## src/rtl/corr_pkg.sv

```systemverilog
package corr_pkg;
    localparam int SAMPLE_W = 5;
    localparam int MODE_W   = 3;
    localparam int MAJ_W    = 5;
    localparam int N_LEGS   = 3;
    localparam int MAJ_HALF = (MAJ_W + 1) / 2;

    typedef enum logic [MODE_W-1:0] {
        THR_5_GE3 = 3'd0,
        THR_5_GE4 = 3'd1,
        THR_5_ALL = 3'd2,
        THR_4_GE3 = 3'd3,
        THR_4_ALL = 3'd4,
        THR_3_ALL = 3'd5
    } thr_code_e;

    typedef logic [MAJ_W-1:0] maj_vec_t;

    typedef struct packed {
        maj_vec_t [N_LEGS-1:0] leg;
        logic                  code_ok;
    } leg_plan_t;

    function automatic logic majority(input maj_vec_t v);
        int ones;
        ones = 0;
        for (int i = 0; i < MAJ_W; i++) begin
            ones += int'(v[i]);
        end
        return ones >= MAJ_HALF;
    endfunction
endpackage

```

## src/rtl/corr_maj_cell.sv

```systemverilog
module corr_maj_cell
    import corr_pkg::*;
(
    input  maj_vec_t legs,
    input  logic     polarity,
    output logic     z
);
    always_comb begin
        z = majority(legs) ~^ polarity;
    end
endmodule

```

## src/rtl/corr_leg_router.sv

```systemverilog
module corr_leg_router
    import corr_pkg::*;
(
    input  logic                test_bit,
    input  logic [SAMPLE_W-1:0] samples,
    input  logic [MODE_W-1:0]   mode,
    output leg_plan_t           plan
);
    logic t, n;
    maj_vec_t all_t;

    always_comb begin
        t     = test_bit;
        n     = ~test_bit;
        all_t = {MAJ_W{test_bit}};
        plan.code_ok = 1'b1;
        plan.leg[0]  = all_t;
        plan.leg[1]  = all_t;
        plan.leg[2]  = all_t;
        case (mode)
            THR_5_GE3: begin
                plan.leg[0] = samples;
            end
            THR_5_GE4: begin
                plan.leg[0] = {n, samples[4], samples[3], samples[2], samples[1]};
                plan.leg[1] = {n, samples[4], samples[3], samples[2], samples[0]};
                plan.leg[2] = {n, samples[4], samples[3], samples[1], samples[0]};
            end
            THR_5_ALL: begin
                plan.leg[0] = {n, n, samples[2], samples[1], samples[0]};
                plan.leg[1] = {n, n, t, samples[4], samples[3]};
            end
            THR_4_GE3: begin
                plan.leg[0] = {n, samples[3], samples[2], samples[1], samples[0]};
            end
            THR_4_ALL: begin
                plan.leg[0] = {n, n, samples[2], samples[1], samples[0]};
                plan.leg[1] = {n, n, t, t, samples[3]};
            end
            THR_3_ALL: begin
                plan.leg[0] = {n, n, samples[2], samples[1], samples[0]};
            end
            default: begin
                plan.code_ok = 1'b0;
            end
        endcase
    end
endmodule

```

## src/rtl/corr_detect.sv

```systemverilog
module corr_detect
    import corr_pkg::*;
(
    input  logic                clk,
    input  logic                rst,
    input  logic                smp_valid,
    input  logic                test_bit,
    input  logic [SAMPLE_W-1:0] samples,
    input  logic [MODE_W-1:0]   mode,
    output logic                corr_flag,
    output logic                corr_valid
);
    leg_plan_t           plan;
    logic [N_LEGS-1:0]   leg_hit;
    maj_vec_t            join_vec;
    logic                join_z;

    corr_leg_router u_router (
        .test_bit (test_bit),
        .samples  (samples),
        .mode     (mode),
        .plan     (plan)
    );

    for (genvar g = 0; g < N_LEGS; g++) begin : g_leg
        corr_maj_cell u_cell (
            .legs     (plan.leg[g]),
            .polarity (test_bit),
            .z        (leg_hit[g])
        );
    end

    // Final cell: two inputs tied low turn the majority into AND3;
    // an invalid code drives every input low.
    always_comb begin
        join_vec = '0;
        if (plan.code_ok) begin
            join_vec[N_LEGS-1:0] = leg_hit;
        end
    end

    corr_maj_cell u_join (
        .legs     (join_vec),
        .polarity (1'b1),
        .z        (join_z)
    );

    always_ff @(posedge clk) begin
        if (rst) begin
            corr_flag  <= 1'b0;
            corr_valid <= 1'b0;
        end else begin
            corr_valid <= smp_valid;
            if (smp_valid) begin
                corr_flag <= join_z;
            end
        end
    end
endmodule

```

## config.mk

```make
export PLATFORM = sky130hd
export DESIGN_NAME = corr_detect
export DESIGN_NICKNAME = d
export VERILOG_FILES = /design/src/rtl/corr_pkg.sv /design/src/rtl/corr_maj_cell.sv /design/src/rtl/corr_leg_router.sv /design/src/rtl/corr_detect.sv
export SDC_FILE = /design/constraint.sdc
export NUM_CORES = 1
export LEC_CHECK = 0
export BUFFER_PORTS_ARGS = -buffer_cell sky130_fd_sc_hd__buf_2
export CAP_MARGIN = 40
export CELL_PAD_IN_SITES_DETAIL_PLACEMENT = 0
export CELL_PAD_IN_SITES_GLOBAL_PLACEMENT = 2
export CORE_AREA = 2 2 57 59
export CTS_BUF_LIST = sky130_fd_sc_hd__clkbuf_2
export CTS_CLUSTER_DIAMETER = 40
export DETAILED_ROUTE_END_ITERATION = 6
export DIE_AREA = 0 0 59 61
export GPL_TIMING_DRIVEN = 0
export PLACE_DENSITY = 0.73
export REMOVE_ABC_BUFFERS = 1
export SLEW_MARGIN = 15
export SYNTH_ARGS = -nofsm -noshare
export SYNTH_HDL_FRONTEND = slang
export SYNTH_SLANG_ARGS = --single-unit
```

## constraint.sdc

```tcl
create_clock -name clk -period 4.8 [get_ports clk]
set_input_delay 0.96 -clock clk [delete_from_list [all_inputs] [get_ports clk]]
set_output_delay 0.96 -clock clk [all_outputs]
set_load 0.01 [all_outputs]
```

======== After elaboration in Yosys (flattened, before gate mapping) ========
Index checks and enable logic that the tools add are counted.
storage, ports and cells
  logic and storage cells ................. 37
  output and inout bits ................... 2
  input port bits ......................... 12
  register bits after elaboration ......... 2
operators by class
  mux-type cells .......................... 5
  eq/ne operators ......................... 5
  bitwise gates (word level) .............. 4
  reduce and logical (&&, ||, !) cells .... 3
  $lt $le $gt $ge ......................... 4
  add/sub/neg operators ................... 14
operators by type and width
  operator               count
  $add A32 B2 Y32        10
  $ge A32 B3 Y1 const B  4
  $pmux W5 S4            1
  $pmux W5 S3            1
  $add A1 B1 Y2          4
  $eq A3 B2 Y1 const B   2
  $eq A3 B3 Y1 const B   2
  $reduce_or A6 Y1       1
  $mux W5                1
  $eq A3 B1 Y1 const B   1
  $logic_not A3 Y1       1
  $mux W3                1
  $reduce_or A3 Y1       1
  $xnor A1 B1 Y1         3
  $mux W1                1
  $not A1 Y1             1

======== Longest topological paths before layout ========
  depth in word-level cells ............... 13
  gate-level depth with buffers ........... 18

======== Modules after synthesis ========
From an unflattened synthesis, not the netlist that was laid out.
second synthesis, totals
  cell total of the unflattened synthesis .. 131
  area, all modules ....................... 934.6 µm²
modules (own cells, without submodules)
  module           cells an instance  seq. area each (µm²)  instances  area each (µm²)
  corr_leg_router  69                 0.0                   1          447.9
  corr_maj_cell    13                 0.0                   4          100.1
  corr_detect      10                 40.0                  1          86.3

======== Worst setup path after synthesis ========
No wires, ideal clock.
  path type ............................... input port to flip-flop
  from .................................... in test_bit
  to ...................................... reg corr_flag
  stages .................................. 15
  path slack .............................. 0.245 ns
  arrival ................................. 4.470 ns
  path buffers ............................ 1
  cell sequence ........................... buf_2 -> inv_1 -> ha_1 -> or4_1 -> o311a_1 -> fa_1 -> ha_1 -> fa_1 -> a21oi_1 -> xnor2_1 -> or2_2 -> fa_1 -> nor2_1 -> nor2_1 -> a211oi_1
on the way
  word-level cells in the longest chain between the ends .. 11
  elaborated cells between the ends (all ways) .. 26
ends and longest elaborated chain
  element                                     RTL line               RTL
  start, declared                             corr_detect.sv:7       input logic test_bit,
  $pmux W5 S4 or $pmux W5 S3 (tied branches)  corr_leg_router.sv:20  case (mode)
  $add A1 B1 Y2                               corr_pkg.sv:28         ones += int'(v[i]);
  $add A32 B2 Y32 (3 in a row)                corr_pkg.sv:28
  $ge A32 B3 Y1                               corr_pkg.sv:30         return ones >= MAJ_HALF;
  $xnor A1 B1 Y1                              corr_maj_cell.sv:9     z = majority(legs) ~^ polarity;
  $mux W3 (*)                                 corr_detect.sv:37      if (plan.code_ok) begin
  $add A1 B1 Y2                               corr_pkg.sv:28
  $add A32 B2 Y32 (*)                         corr_pkg.sv:28
  $ge A32 B3 Y1 (*)                           corr_pkg.sv:30
  end signal, assigned                        corr_detect.sv:55      corr_flag <= join_z;
  end, declared                               corr_detect.sv:10      output logic corr_flag,
Every way passes the cells marked *; elsewhere a longest branch is shown, timed or not.
A chain may end at the register's enable or synchronous reset.

======== Final worst setup path ========
  from .................................... in mode[0]
  to ...................................... reg corr_flag
on the way
  word-level cells in the longest chain between the ends .. 13
  elaborated cells between the ends (all ways) .. 34
ends and longest elaborated chain
  element                                       RTL line               RTL
  start, declared                               corr_detect.sv:9       input logic [MODE_W-1:0] mode,
  $eq A3 B3 Y1 or $eq A3 B2 Y1 (tied branches)  corr_leg_router.sv:20
  $reduce_or A3 Y1 (no source line)             --
  $pmux W5 S4                                   corr_leg_router.sv:20
  $add A1 B1 Y2                                 corr_pkg.sv:28
  $add A32 B2 Y32 (3 in a row)                  corr_pkg.sv:28
  $ge A32 B3 Y1                                 corr_pkg.sv:30
  $xnor A1 B1 Y1                                corr_maj_cell.sv:9
  $mux W3 (*)                                   corr_detect.sv:37
  $add A1 B1 Y2                                 corr_pkg.sv:28
  $add A32 B2 Y32 (*)                           corr_pkg.sv:28
  $ge A32 B3 Y1 (*)                             corr_pkg.sv:30
Marks and branches as above.

==> flow_summary.toml <==
[worst_setup_path]
crit_slowest_cell = "or4_1"
crit_buf_inv = 1
critical_path.max_stage_delay_ns = 0.53
path_cells = "buf_2, nor3b_4, ha_1, or4_1, o311a_1, fa_1, ha_1, fa_1, a21oi_2, xnor2_1, or2_2, fa_1, nor2_1, nor2_1, a211oi_1"
end_kind = "flop"
crit_path_frequent_cell = "fa_1"
r2r_slack_ns = 4.16
cp_top_family = "adder cells"
crit_path_start_kind = "primary input"
worstSetupPathType = "primary input to flop"
cp.arrival_ns = 4.72
required_ns = 4.89
cp_max_fo = 10

[placement]
gp_congestion = 0.733
portBuffers = 13
dp_slack_ns = -0.189
dpl_cell_area_sq_um = 927
dpl.hpwl_um = 1410

[grt]
gr-total-overflow = 0
grt_pass1_vias = 699
grt_start_max_net_pins = 22
grt_pass1_wl_um = 3110
antenna_found_initial = 0
grt_use_total_pct = 11.0

[clock_network]
clock_latency_ns = 0.18
h-tree-depth = 1
cts_buffer_depth = 2
cts_hold_buf = 0
cts_buffers = 3
clockRootBuffer = "clkbuf_2"
path_clk_slew_ns = 0.03
numClockSinks = 2
cts_tree = "done"

[floorplan]
die_w_um = 59
initial_utilization_pct = 29.7
dieArea_sq_um = 3600
core_area_sq_um = 2950
die_h_um = 61
io_pins = 14
core.rowCount = 20

[power]
powerDensity_nw_per_um2 = 217
leakage_nw = 0.457
vdd_drop_max_v = 0.0000433

[drt]
drc = 0
drt_iter0_drc = 24
vias = 749
viasPerCell = 4.99
first_pass_iters = 4
avgRoutedWirePerCell_um = 12.3
routed_wl_um = 1840
ant_nets = 0

[sta]
whs_ns = 0.492
max_clock_freq_mhz = 216
min_period_over_period_pct = 96.4
hold_viol = 0
fin_crit_ns = 4.63
rsz0062_at_grt = "no"
setup_tns_ns = 0
worst_slew_margin_rel_pct = 79.8
setup_violations = 0
slew_viol_final = 0
finClkSkew_ns = 0
worst_slew_pin_slew_ns = 0.302
setup_ws_ns = 0.174

[finish]
diodes = 0
fin_nets = 148
synthToLayoutAreaGrowth_pct = 11.7
drive_gt1_share_pct = 23.1
final_area_sq_um = 980
final_core_util_pct = 33.2
nFillCells = 319
final_cell_mix = "o21ai_0 (10), ha_1 (10), buf_2 (10)"

[logic_synthesis]
seq_area_frac_synth_pct = 4.56
syn-cell-area_sq_um = 877
synth_enable_flop_cells = 0
synth_top_area_share_pct = 16.0
synth_area_leaders = "fa_1 (16%), ha_1 (14%), mux2i_1 (6.8%), o21ai_0 (6.8%), dfxtp_1 (4.6%)"
synth_flop_cell = "dfxtp_1"
synth_cell_types = 38
synth.avg_cell_area_sq_um = 8.35
yosys_warnings = 0
synth_cells = 105
synth-async-reset-ratio_pct = 0
ys_ff_latch = 2
yosysTopAreaCell = "fa_1"

[flow_run]
max-cap-violations = 0

[status]
status = "finished clean"

[min_path]
min_path_type = "flop to flop"
## power breakdown
part	total (mW)	leakage (nW)	switching [mW]	internal, mW
registers	0.0193	0.0166	0.000693	0.0186
logic	0.169	0.428	0.0891	0.0794
clock network	0.0248	0.0125	0.00828	0.0166
## cells in the mapped netlist, drive strengths merged, types with 2 or more instances
cell type	n
nand2b	4
nor2	5
fa	7
a22oi	3
nor3b	2
inv	9
a21o	4
o21a	2
nor3	2
dfxtp	2
buf	7
a21oi	6
nor2b	3
and3	2
nand2	3
ha	10
o21ai	13
mux2i	6
xnor2	2
## stage by stage
step	total power, mW	std cells
after floorplan	0.137	98
after global placement	0.174	144
after detailed placement	0.182	144
after CTS	0.209	147
after global routing	0.248	150
final	0.213	150
## registers in the layout, summed over array words and instances (netlist names)
signal	flops
corr_flag	1
corr_valid	1
## per-layer routing
metal / part of all wire [%] / vias up / GRT usage, %
li1: - / 395 / -
met1: 49 / 342 / 15.0
met2: 49 / 12 / 19.0
met3: 1.9 / 0 / 1.28
met4: 0 / 0 / 1.95
met5: 0 / - / 0
## what timing repair did
item                                    4_1_cts  5_1_grt
resized for setup                             1        8
gates cloned                                  0        0
pin swaps                                     0        1
endpoints found under the setup margin        1        1
buffers inserted                              0        3
## area by class of cell
class / instances / area, sq um / share of cell area [%]
multi-input combinational: 87 / 751 / 76.6
timing repair buffer: 16 / 98.8 / 10.1
tap: 33 / 41.3 / 4.21
sequential: 2 / 40.0 / 4.09
inverter: 9 / 33.8 / 3.45
clock buffer: 3 / 15.0 / 1.53
## path summary, 6_finish.rpt
path              startpoint        end  cells after the start
setup reg to reg   corr_flag  corr_flag                      2
hold reg to reg    corr_flag  corr_flag                      2
setup / recovery     mode[0]  corr_flag                     15
hold / removal     corr_flag  corr_flag                      2
## worst min-delay path, cell delays in order (launching register included)
cell      delay, ns
dfxtp_1        0.30
nor2_1         0.09
a211oi_1       0.05
## cells by family (layout without fill, tap and decap cells)
| logic type | Yosys count | in the layout | synth area share, % |
|---|---|---|---|
| flops | 2 | 2 | 4.57 |
| xor+xnor | 3 | 3 | 3.00 |
| fa+ha+maj | 18 | 18 | 31.5 |
| simple gates | 26 | 26 | 19.0 |
| buf+inv | 16 | 28 | 10.3 |
| compound gates | 34 | 34 | 24.8 |
| mux | 6 | 6 | 6.85 |
(Power assumes the default switching activity.)
